===== src/rtl/sport_pkg.sv =====
package sport_pkg;
  // register addresses
  localparam int unsigned A_CTRL = 0;
  localparam int unsigned A_STAT = 1;
  localparam int unsigned A_DATA = 2;

  // control bit positions
  localparam int unsigned CB_TXE_IE  = 7;
  localparam int unsigned CB_DONE_IE = 6;
  localparam int unsigned CB_RX_IE   = 5;
  localparam int unsigned CB_TX_ON   = 3;
  localparam int unsigned CB_RX_ON   = 2;

  // status bit positions
  localparam int unsigned SB_TXE  = 7;
  localparam int unsigned SB_DONE = 6;
  localparam int unsigned SB_RDY  = 5;
  localparam int unsigned SB_OVR  = 3;
  localparam int unsigned SB_NSE  = 2;
  localparam int unsigned SB_FRM  = 1;

  localparam logic [7:0] CTRL_WMASK = 8'hEC;

  typedef struct packed {
    logic txe_ie;
    logic done_ie;
    logic rx_ie;
    logic tx_on;
    logic rx_on;
  } ctrl_t;

  typedef struct packed {
    logic txe;
    logic done;
    logic rdy;
    logic ovr;
    logic nse;
    logic frm;
  } stat_t;
endpackage


===== src/rtl/sport_ctrl_reg.sv =====
module sport_ctrl_reg
  import sport_pkg::*;
#(
  parameter int unsigned DW = 8
) (
  input  logic          clk,
  input  logic          rst_n,
  input  logic          wr_en,
  input  logic [DW-1:0] wdata,
  output ctrl_t         ctrl,
  output logic [DW-1:0] view
);
  localparam logic [DW-1:0] MASK = DW'(CTRL_WMASK);

  logic [DW-1:0] ctrl_q;

  always_ff @(posedge clk) begin
    if (!rst_n)     ctrl_q <= '0;
    else if (wr_en) ctrl_q <= wdata & MASK;
  end

  assign view         = ctrl_q;
  assign ctrl.txe_ie  = ctrl_q[CB_TXE_IE];
  assign ctrl.done_ie = ctrl_q[CB_DONE_IE];
  assign ctrl.rx_ie   = ctrl_q[CB_RX_IE];
  assign ctrl.tx_on   = ctrl_q[CB_TX_ON];
  assign ctrl.rx_on   = ctrl_q[CB_RX_ON];
endmodule


===== src/rtl/sport_tx_flags.sv =====
module sport_tx_flags #(
  parameter int unsigned DW = 8
) (
  input  logic          clk,
  input  logic          rst_n,
  input  logic          data_wr,
  input  logic [DW-1:0] wdata,
  input  logic          empty_evt,
  input  logic          done_evt,
  output logic          txe,
  output logic          done,
  output logic          out_valid,
  output logic [DW-1:0] out_data
);
  always_ff @(posedge clk) begin
    if (!rst_n) begin
      txe       <= 1'b1;
      done      <= 1'b1;
      out_valid <= 1'b0;
      out_data  <= '0;
    end else begin
      out_valid <= data_wr;
      if (data_wr) out_data <= wdata;
      // an event in the same cycle as the write wins over the clear
      if (empty_evt)    txe <= 1'b1;
      else if (data_wr) txe <= 1'b0;
      if (done_evt)     done <= 1'b1;
      else if (data_wr) done <= 1'b0;
    end
  end
endmodule


===== src/rtl/sport_rx_flags.sv =====
module sport_rx_flags #(
  parameter int unsigned DW = 8
) (
  input  logic          clk,
  input  logic          rst_n,
  input  logic          rx_on,
  input  logic          in_valid,
  input  logic [DW-1:0] in_data,
  input  logic          in_noise,
  input  logic          in_ferr,
  input  logic          data_rd,
  output logic          rdy,
  output logic          ovr,
  output logic          nse,
  output logic          frm,
  output logic [DW-1:0] hold
);
  logic take;
  logic room;

  assign take = in_valid && rx_on;
  // the register has room if empty or being read in this very cycle
  assign room = !rdy || data_rd;

  always_ff @(posedge clk) begin
    if (!rst_n) begin
      rdy  <= 1'b0;
      ovr  <= 1'b0;
      nse  <= 1'b0;
      frm  <= 1'b0;
      hold <= '0;
    end else begin
      if (data_rd) begin
        rdy <= 1'b0;
        ovr <= 1'b0;
        nse <= 1'b0;
        frm <= 1'b0;
      end
      if (take) begin
        if (in_noise) nse <= 1'b1;
        if (in_ferr)  frm <= 1'b1;
        if (room) begin
          rdy  <= 1'b1;
          hold <= in_data;
        end else begin
          ovr <= 1'b1;
        end
      end
    end
  end
endmodule


===== src/rtl/sport_irq.sv =====
module sport_irq
  import sport_pkg::*;
(
  input  ctrl_t ctrl,
  input  stat_t stat,
  output logic  irq
);
  logic tx_src;
  logic rx_src;

  assign tx_src = ctrl.tx_on && ((ctrl.txe_ie && stat.txe) || (ctrl.done_ie && stat.done));
  assign rx_src = ctrl.rx_ie && (stat.rdy || stat.ovr || stat.nse || stat.frm);
  assign irq    = tx_src || rx_src;
endmodule


===== src/rtl/sport_intc.sv =====
module sport_intc
  import sport_pkg::*;
#(
  parameter int unsigned DW = 8,
  parameter int unsigned AW = 2
) (
  input  logic          clk,
  input  logic          rst_n,
  input  logic [AW-1:0] addr,
  input  logic          rd,
  input  logic          wr,
  input  logic [DW-1:0] wdata,
  output logic [DW-1:0] rdata,
  output logic          tx_en,
  output logic          rx_en,
  output logic          tx_valid,
  output logic [DW-1:0] tx_data,
  input  logic          tx_empty_evt,
  input  logic          tx_done_evt,
  input  logic          rx_valid,
  input  logic [DW-1:0] rx_data,
  input  logic          rx_noise,
  input  logic          rx_ferr,
  output logic          irq
);
  ctrl_t         ctrl;
  stat_t         stat;
  logic [DW-1:0] ctrl_view;
  logic [DW-1:0] stat_view;
  logic [DW-1:0] rx_hold;
  logic          sel_ctrl, sel_stat, sel_data;
  logic          data_rd, data_wr;

  assign sel_ctrl = (addr == AW'(A_CTRL));
  assign sel_stat = (addr == AW'(A_STAT));
  assign sel_data = (addr == AW'(A_DATA));
  assign data_rd  = rd && sel_data;
  assign data_wr  = wr && sel_data;

  sport_ctrl_reg #(.DW(DW)) u_ctrl (
    .clk   (clk),
    .rst_n (rst_n),
    .wr_en (wr && sel_ctrl),
    .wdata (wdata),
    .ctrl  (ctrl),
    .view  (ctrl_view)
  );

  sport_tx_flags #(.DW(DW)) u_tx (
    .clk       (clk),
    .rst_n     (rst_n),
    .data_wr   (data_wr),
    .wdata     (wdata),
    .empty_evt (tx_empty_evt),
    .done_evt  (tx_done_evt),
    .txe       (stat.txe),
    .done      (stat.done),
    .out_valid (tx_valid),
    .out_data  (tx_data)
  );

  sport_rx_flags #(.DW(DW)) u_rx (
    .clk      (clk),
    .rst_n    (rst_n),
    .rx_on    (ctrl.rx_on),
    .in_valid (rx_valid),
    .in_data  (rx_data),
    .in_noise (rx_noise),
    .in_ferr  (rx_ferr),
    .data_rd  (data_rd),
    .rdy      (stat.rdy),
    .ovr      (stat.ovr),
    .nse      (stat.nse),
    .frm      (stat.frm),
    .hold     (rx_hold)
  );

  sport_irq u_irq (
    .ctrl (ctrl),
    .stat (stat),
    .irq  (irq)
  );

  always_comb begin
    stat_view          = '0;
    stat_view[SB_TXE]  = stat.txe;
    stat_view[SB_DONE] = stat.done;
    stat_view[SB_RDY]  = stat.rdy;
    stat_view[SB_OVR]  = stat.ovr;
    stat_view[SB_NSE]  = stat.nse;
    stat_view[SB_FRM]  = stat.frm;
  end

  always_comb begin
    rdata = '0;
    if (sel_ctrl)      rdata = ctrl_view;
    else if (sel_stat) rdata = stat_view;
    else if (sel_data) rdata = rx_hold;
  end

  assign tx_en = ctrl.tx_on;
  assign rx_en = ctrl.rx_on;
endmodule


===== config.mk =====
export PLATFORM = sky130hd
export DESIGN_NAME = sport_intc
export DESIGN_NICKNAME = d
export VERILOG_FILES = /design/src/rtl/sport_pkg.sv /design/src/rtl/sport_ctrl_reg.sv /design/src/rtl/sport_tx_flags.sv /design/src/rtl/sport_rx_flags.sv /design/src/rtl/sport_irq.sv /design/src/rtl/sport_intc.sv
export SDC_FILE = /design/constraint.sdc
export NUM_CORES = 1
export LEC_CHECK = 0
export ABC_CLOCK_PERIOD_IN_PS = 2600
export BUFFER_PORTS_ARGS = -buffer_cell sky130_fd_sc_hd__buf_2
export CORE_AREA = 4 4 74 76
export CTS_BUF_LIST = sky130_fd_sc_hd__clkbuf_8
export DETAILED_ROUTE_END_ITERATION = 16
export DIE_AREA = 0 0 78 80
export GPL_TIMING_DRIVEN = 0
export HOLD_SLACK_MARGIN = 0.02
export PLACE_DENSITY_LB_ADDON = 0.08
export SLEW_MARGIN = 20
export SYNTH_ARGS = -nofsm -noshare
export SYNTH_HDL_FRONTEND = slang
export SYNTH_HIERARCHICAL = 1
export SYNTH_SLANG_ARGS = --single-unit
export TNS_END_PERCENT = 5

===== constraint.sdc =====
create_clock -name clk -period 2.6 [get_ports clk]
set_clock_uncertainty 0.1 [all_clocks]
set_input_delay 0.13 -clock clk [delete_from_list [all_inputs] [get_ports clk]]
set_output_delay 0.13 -clock clk [all_outputs]
set_load 0.05 [all_outputs]

==> summary.txt, run 1 <==
Outcome
  – Status: complete, no violations

Floorplan
  – Vert. Die Dim: 80 um
  – Die area: 6240 sq um
  – Core area: ~4700 sq um
  – Io pins: 47
  – Num rows: 25
  – Initial core utilization: 0.289
  – Die width: 78 um

Critical path
  – Largest stage delay on the critical path: between 0.4 and 0.5 ns
  – Worst Setup Start Kind: register
  – Worst Setup End Kind: primary output
  – Critical path class: reg2out
  – Largest delay contributor family on the critical path: flip-flops
  – CP Capture Point: rdata[2]
  – CP arrival: between 1 and 1.5 ns
  – Stages on the worst setup path: 4
  – Reg2Reg Capture Point: u_rx/hold[4]
  – Worst reg2reg path depth: 3
  – FF-to-FF setup slack: around 1.3 ns
  – Reg-to-reg critical path startpoint: u_ctrl/view[2]
  – Worst endpoint required time: 2.37 ns
  – Critical path peak fanout: 7
  – Max stage delay cell, worst path: dfxtp_1
  – Worst setup startpoint: u_ctrl/view[2]
  – Worst path bufs/invs: 2
  – Crit path cell chain: buf_4 -> mux2i_1 -> o2bb2ai_1 -> buf_2

Min path
  – Hold Path Class: in2reg

Timing
  – Crit path time final: approximately 1.6 ns
  – Slew headroom: 0.666
  – RSZ-0062 raised after global routing: false
  – Worst slew pin tran: about 0.50 ns
  – Final hold viol count: 0
  – Final max-slew violation count: 0
  – Final setup fails: 0
  – Setup TNS: 0 ns
  – Worst setup margin: 0.978 ns
  – Fin crit share: 0.624
  – FMAX: between 0.6 and 0.7 GHz

Clocking
  – Maximum clock path buffer count: 2
  – Worst skew pair latency: approximately 0.28 ns
  – Worst-path clk slew: 0.10 ns
  – CTS Buf Count: 3
  – Clk root buf: clkbuf_8
  – CTS tree: built
  – # clock sinks: 28
  – Post_cts resized: 0
  – H-tree Lvls: 1

Synthesis
  – Synthesized instance count: roughly 140
  – Sequential element share of the synthesized area: 0.410
  – Yosys reg bits: 28
  – Mapped cell area: approximately 1400 sq um
  – Synth Warn #: 6
  – Distinct cells, synth: 25
  – Syn_area_per_cell: 10.1 sq um

Cells and area
  – Post-layout util: 0.398
  – Layout cells sized above 1: 0.333
  – Nets: ~230
  – Post-route cell area: between 1500 and 2000 sq um
  – Final cell count without fillers: about 270
  – Inserted Diodes: 0
  – Layout area overhead: 37.5%

Placed design
  – Post-DP Area: 1680 sq um
  – Placed Instances: 248
  – PortBufs: between 40 and 50
  – Final Wtd Congestion: 0.668
  – Dpl hpwl: between 2000 and 2500 um
  – Pre-CTS setup slack: between 1 and 1.5 ns

Routing
  – Drt via density: between 4 and 5
  – DR pass1 iterations: 4
  – Vias after detailed routing: 1110
  – Final wirelength: roughly 3300 um
  – Routed Antenna Nets: 0
  – 1st-iter DRT viols: 56
  – DRC viols: 0
  – Drt wl/cell: ~12 um

Run
  – Max-cap violation count: 0

Global route
  – Vias in the first global route: between 1000 and 1500
  – Largest net degree at the start of global routing: 17
  – Aggregate global-route resource usage: 0.106
  – Initial antenna violation count: 0
  – First-pass GRT wire length: 5210 um
  – Grt ovf: 0

Power
  – Leakage: around 0.81 nW
  – Pwr per Cell Area: between 500 and 600 nW/um^2
  – VDD IR max: 0.000184 V
-- placed cells by master (no fill, tap or decap), drive strengths merged --
| master | Yosys | layout |
|---|---|---|
| nand2 | 18 | 18 |
| a22oi | 1 | 1 |
| nor2b | 16 | 16 |
| a31oi | 1 | 1 |
| nand2b | 2 | 2 |
| a21oi | 1 | 1 |
| dfxtp | 28 | 28 |
| inv | 2 | 2 |
| conb | 1 | 3 |
| a21boi | 1 | 1 |
| nand3b | 2 | 2 |
| nor2 | 2 | 2 |
| o2bb2ai | 6 | 6 |
| a32oi | 2 | 2 |
| nor3b | 2 | 2 |
| o21ai | 1 | 1 |
| dlygate4sd3 | 0 | 13 |
| mux2i | 29 | 29 |
| o41ai | 1 | 1 |
| buf | 13 | 57 |
| clkbuf | 3 | 6 |
| bufinv | 0 | 1 |
| and2 | 3 | 3 |
-- worst register-to-register path, cell delays in order (launching register included) --
cell,delay (ns)
dfxtp_1,0.47
nand2_2,0.11
a21oi_4,0.35
mux2i_1,0.23
-- layout make-up --
type                    count  area (sq um)
fillers                   486          2840
clock buffers               3          41.3
well taps                  67          83.8
plain buffers              16           128
flip-flops and latches     28           561
multi-input cells          91           678
clock inverters             1          30.0
repair buffers             57           350
inverters                   2          7.51
-- synth_stat cells --
library cell | instances | area share
a21oi_4 | 1 | 0.012
buf_6 | 5 | 0.041
o41ai_2 | 1 | 0.012
nand2b_1 | 2 | 0.0092
and2_1 | 2 | 0.0092
buf_4 | 8 | 0.044
nor2_1 | 2 | 0.0055
and2_2 | 1 | 0.0055
nor3b_1 | 2 | 0.011
nor2b_4 | 1 | 0.010
a32oi_1 | 2 | 0.013
nand3b_1 | 2 | 0.011
nand2_1 | 17 | 0.047
a31oi_1 | 1 | 0.0046
nor2b_1 | 15 | 0.069
dfxtp_1 | 28 | 0.41
a22oi_1 | 1 | 0.0055
nand2_2 | 1 | 0.0046
clkbuf_1 | 3 | 0.0082
conb_1 | 1 | 0.0027
mux2i_1 | 29 | 0.21
o2bb2ai_1 | 6 | 0.038
inv_1 | 2 | 0.0055
o21ai_1 | 1 | 0.0037
a21boi_0 | 1 | 0.0055
-- cell families after synthesis --
family                 Yosys count  synth area share
AND/OR/NAND/NOR                 45             0.181
other                            1           0.00274
multiplexers                    29             0.212
AO/OA/AOI/OAI                   14            0.0943
buffers and inverters           18            0.0989
flip-flops                      28             0.410
-- routing by layer --
metal,share of wire,track usage,vias to the layer above
li1,-,-,579
met1,0.48,0.135,501
met2,0.47,0.176,28
met3,0.049,0.0260,2
met4,0.0046,0.0315,0
met5,0,0,-
-- timing repair --
action / in CTS / in global routing
hold buffers: 13 / 0
setup buffers: 0 / 0
hold endpoints to repair: 14 / 0
-- sequential cells by signal (all words and copies together) (netlist names) --
name,flops
u_rx/frm,1
u_ctrl/view,5
u_tx/out_valid,1
u_tx/out_data,8
u_rx/ovr,1
u_rx/rdy,1
u_tx/done,1
u_rx/nse,1
u_rx/hold,8
u_tx/txe,1
-- per-stage QoR --
step,hold slack (ns),total power [mW]
after floorplan,0.136,0.558
after global placement,0.220,0.601
after detailed placement,0.224,0.604
after CTS,0.0217,0.976
after global routing,0.0247,1.00
final,0.0302,0.960
-- power by group --
part           switching (mW)  internal (mW)
sequential            0.00720          0.439
clock                   0.147          0.206
combinational          0.0890         0.0721
-- worst min-delay path by stage --
| stage | cells after the start | slack [ns] | from | to |
|---|---|---|---|---|
| floorplan | 1 | 0.14 | tx_done_evt | u_tx/done |
| global placement | 2 | 0.22 | tx_empty_evt | u_tx/txe |
| detailed placement | 2 | 0.22 | tx_empty_evt | u_tx/txe |
| CTS | 3 | 0.02 | wdata[1] | u_tx/out_data[1] |
| global route | 3 | 0.02 | wdata[1] | u_tx/out_data[1] |
| finish | 3 | 0.03 | wdata[5] | u_ctrl/view[5] |
Note: power is estimated with default switching activity, not from simulation.
==> inputs of run 2 (changes only) <==
- ABC_AREA: not set -> 1
- ABC_CLOCK_PERIOD_IN_PS: 2600 -> 1500
- CORE_AREA: 4 4 74 76 -> 4 4 77 79
- DIE_AREA: 0 0 78 80 -> 0 0 81 83
- clock period: 2.6 -> 1.5 ns (I/O delays scaled with it)
==> run 2 against run 1 <==
Compared with the run above: sequential power rose by 77%; synthesized cell count rose by 66%; largest cell class unchanged; global-route usage rose by 1.9 points; cell count rose by 38%; worst hold slack got worse by 0.0064 ns; clock power rose by 34%; clock-buffer cell count rose by 1; combinational power rose by 130%; largest power group unchanged; wire length rose by 13%; highest routed layer unchanged; via count rose by 34%.
==> summary.txt, run 2 <==
Synthesis
  – Synth Warn #: 6
  – Most common cell in the netlist: nand2_1
  – Largest cells by area after synthesis: dfxtp_1, nand2_1, nand3_1
  – Ys async rst share: 0
  – Cell accounting for the most synthesized area: dfxtp_1
  – Syn_area_per_cell: around 6.6 sq um
  – Sequential element share of the synthesized area: 0.378
  – Number of synthesized flops with an enable pin: 0
  – Synthesized instance count: 224
  – Mapped cell area: around 1500 sq um
  – Synth cell count leaders: nand2_1, nor2_1, nand3_1, dfxtp_1, inv_1
  – Distinct cells, synth: 22
  – Yosys reg bits: 28
  – Yosys top cell area share: 0.378
  – Top_reg_cell synth: dfxtp_1

Global route
  – Initial antenna violation count: 0
  – First-pass GRT wire length: 6740 um
  – Largest net degree at the start of global routing: 16
  – Vias in the first global route: approximately 1500
  – Grt ovf: 0
  – Aggregate global-route resource usage: 0.125

Clocking
  – H-tree Lvls: 1
  – Worst-path clk slew: around 0.09 ns
  – Clk root buf: clkbuf_8
  – CTS Buf Count: 3
  – Postcts setup bufs: 0
  – # clock sinks: 28
  – CTS tree: built
  – Maximum clock path buffer count: 2
  – Worst skew pair latency: about 0.27 ns

Power
  – VDD IR max: roughly 0.0003 V
  – Leakage: 1.10 nW
  – Tot Pwr: roughly 1.6 mW
  – Pwr per Cell Area: 795 nW/um^2

Routing
  – Routed Antenna Nets: 0
  – Drt wl/cell: approximately 10 um
  – 1st-iter DRT viols: 57
  – Vias after detailed routing: ~1500
  – Final wirelength: ~3700 um
  – DRC viols: 0
  – Drt via density: between 4 and 5
  – DR pass1 iterations: 5

Floorplan
  – Core area: about 5300 sq um
  – Die area: ~6700 sq um
  – Vert. Die Dim: slightly above 80 um
  – Die width: 81 um
  – Num rows: 27
  – Initial core utilization: 0.278
  – Io pins: 47

Timing
  – Final max-slew violation count: 0
  – Final setup fails: 0
  – Setup TNS: 0 ns
  – FMAX: 0.726 GHz
  – Worst setup margin: 0.122 ns
  – Fin Hold WS: between 0.02 and 0.025 ns
  – RSZ-0062 raised after global routing: false
  – Crit path time final: between 1 and 1.5 ns
  – Fin crit share: 0.918
  – Final hold viol count: 0

Critical path
  – Worst setup startpoint: u_ctrl/view[2]
  – Max stage delay cell, worst path: dfxtp_1
  – CP Capture Point: rdata[2]
  – Reg-to-reg critical path startpoint: u_ctrl/view[2]
  – CP arrival: around 1.2 ns
  – Worst Setup End Kind: primary output
  – Reg2Reg Capture Point: u_rx/hold[2]
  – Critical path peak fanout: 4
  – Critical path class: reg2out
  – Worst reg2reg path depth: 6
  – Worst endpoint required time: around 1.3 ns
  – Crit path cell chain: buf_4 -> nand2_1 -> nand3_1 -> buf_2
  – FF-to-FF setup slack: 0.36 ns
  – Worst Setup Start Kind: register
  – Largest stage delay on the critical path: 0.41 ns

Cells and area
  – Inserted Diodes: 0
  – Layout area overhead: 39.1%
  – Most frequent cells in the layout: nand2_1, buf_2, nor2_1
  – Multi-input logic area: between 600 and 700 sq um
  – Post-route cell area: 2060 sq um
  – Nets: 323
  – Register area: ~560 sq um
  – Fillers: just over 600
  – Leading cell type in the layout, fill and taps excluded: nand2_1
  – Layout cells sized above 1: 0.261

Run
  – Max-cap violation count: 0

Outcome
  – Status: complete, no violations

Placed design
  – Dpl hpwl: between 2000 and 3000 um
  – PortBufs: between 40 and 50
  – Post-DP Area: 1810 sq um
  – Final Wtd Congestion: between 0.7 and 0.8
  – Pre-CTS setup slack: around 0.23 ns

Min path
  – Hold Path Class: in2reg
==> run 2: layout make-up <==
type | count | area share
Timing Repair Buffer | 65 | 0.207
Tap cell | 72 | 0.0436
Buffer | 17 | 0.0788
Multi-Input combinational cell | 150 | 0.315
Clock buffer | 4 | 0.0267
Inverter | 31 | 0.0576
Sequential cell | 28 | 0.272
==> run 2: routing by layer <==
| layer | up-vias | global-route usage | routed length (um) |
|---|---|---|---|
| met4 | 0 | 0.0369 | 40 |
| met2 | 36 | 0.187 | 1600 |
| met5 | - | 0 | 0 |
| met1 | 640 | 0.178 | 1810 |
| li1 | 809 | - | - |
| met3 | 4 | 0.0249 | 224 |
==> run 2: power breakdown <==
group          leakage (nW)  internal (mW)  switching, mW
clock network        0.0288          0.235          0.238
registers             0.228          0.773         0.0184
logic                 0.838          0.153          0.224
total                  1.10           1.16          0.480
==> run 2: logic make-up (layout without fill, tap and decap cells) <==
| kind of cell | count (synthesis) | after routing | synth area share |
|---|---|---|---|
| flip-flops | 28 | 28 | 0.378 |
| AO/OA/AOI/OAI | 12 | 12 | 0.0422 |
| buffers and inverters | 48 | 117 | 0.190 |
| AND/OR/NAND/NOR | 135 | 135 | 0.388 |
| other | 1 | 3 | 0.00253 |
==> run 2: worst min-delay path by stage <==
stage                   end         start  slack, ns  cells past startpoint
6_report       u_rx/hold[0]    rx_data[0]       0.02                      5
3_5_place_dp       u_tx/txe  tx_empty_evt       0.16                      3
3_3_place_gp      u_tx/done   tx_done_evt       0.16                      3
4_1_cts        u_rx/hold[0]    rx_data[0]       0.02                      5
2_1_floorplan     u_tx/done   tx_done_evt       0.07                      2
5_1_grt            u_rx/rdy      rx_valid       0.05                      3
==> run 2: what timing repair did <==
action / 4_1_cts / 5_1_grt
hold buffers: 20 / 0
endpoints found under the hold margin: 23 / 0
endpoints found under the setup margin: 0 / 1
gates resized for setup: 0 / 1
==> run 2: per-stage QoR <==
step	utilization	cells
floorplan	-	226
global placement	0.338	343
detailed placement	0.338	343
CTS	0.386	367
global route	0.387	367
finish	0.387	367
==> run 2: critical path: cells and delay by family (launching register included) <==
family | cells | cell delay [ns]
DFF | 1 | 0.41
and+or+nand+nor | 2 | 0.12
buffers and inverters | 2 | 0.39
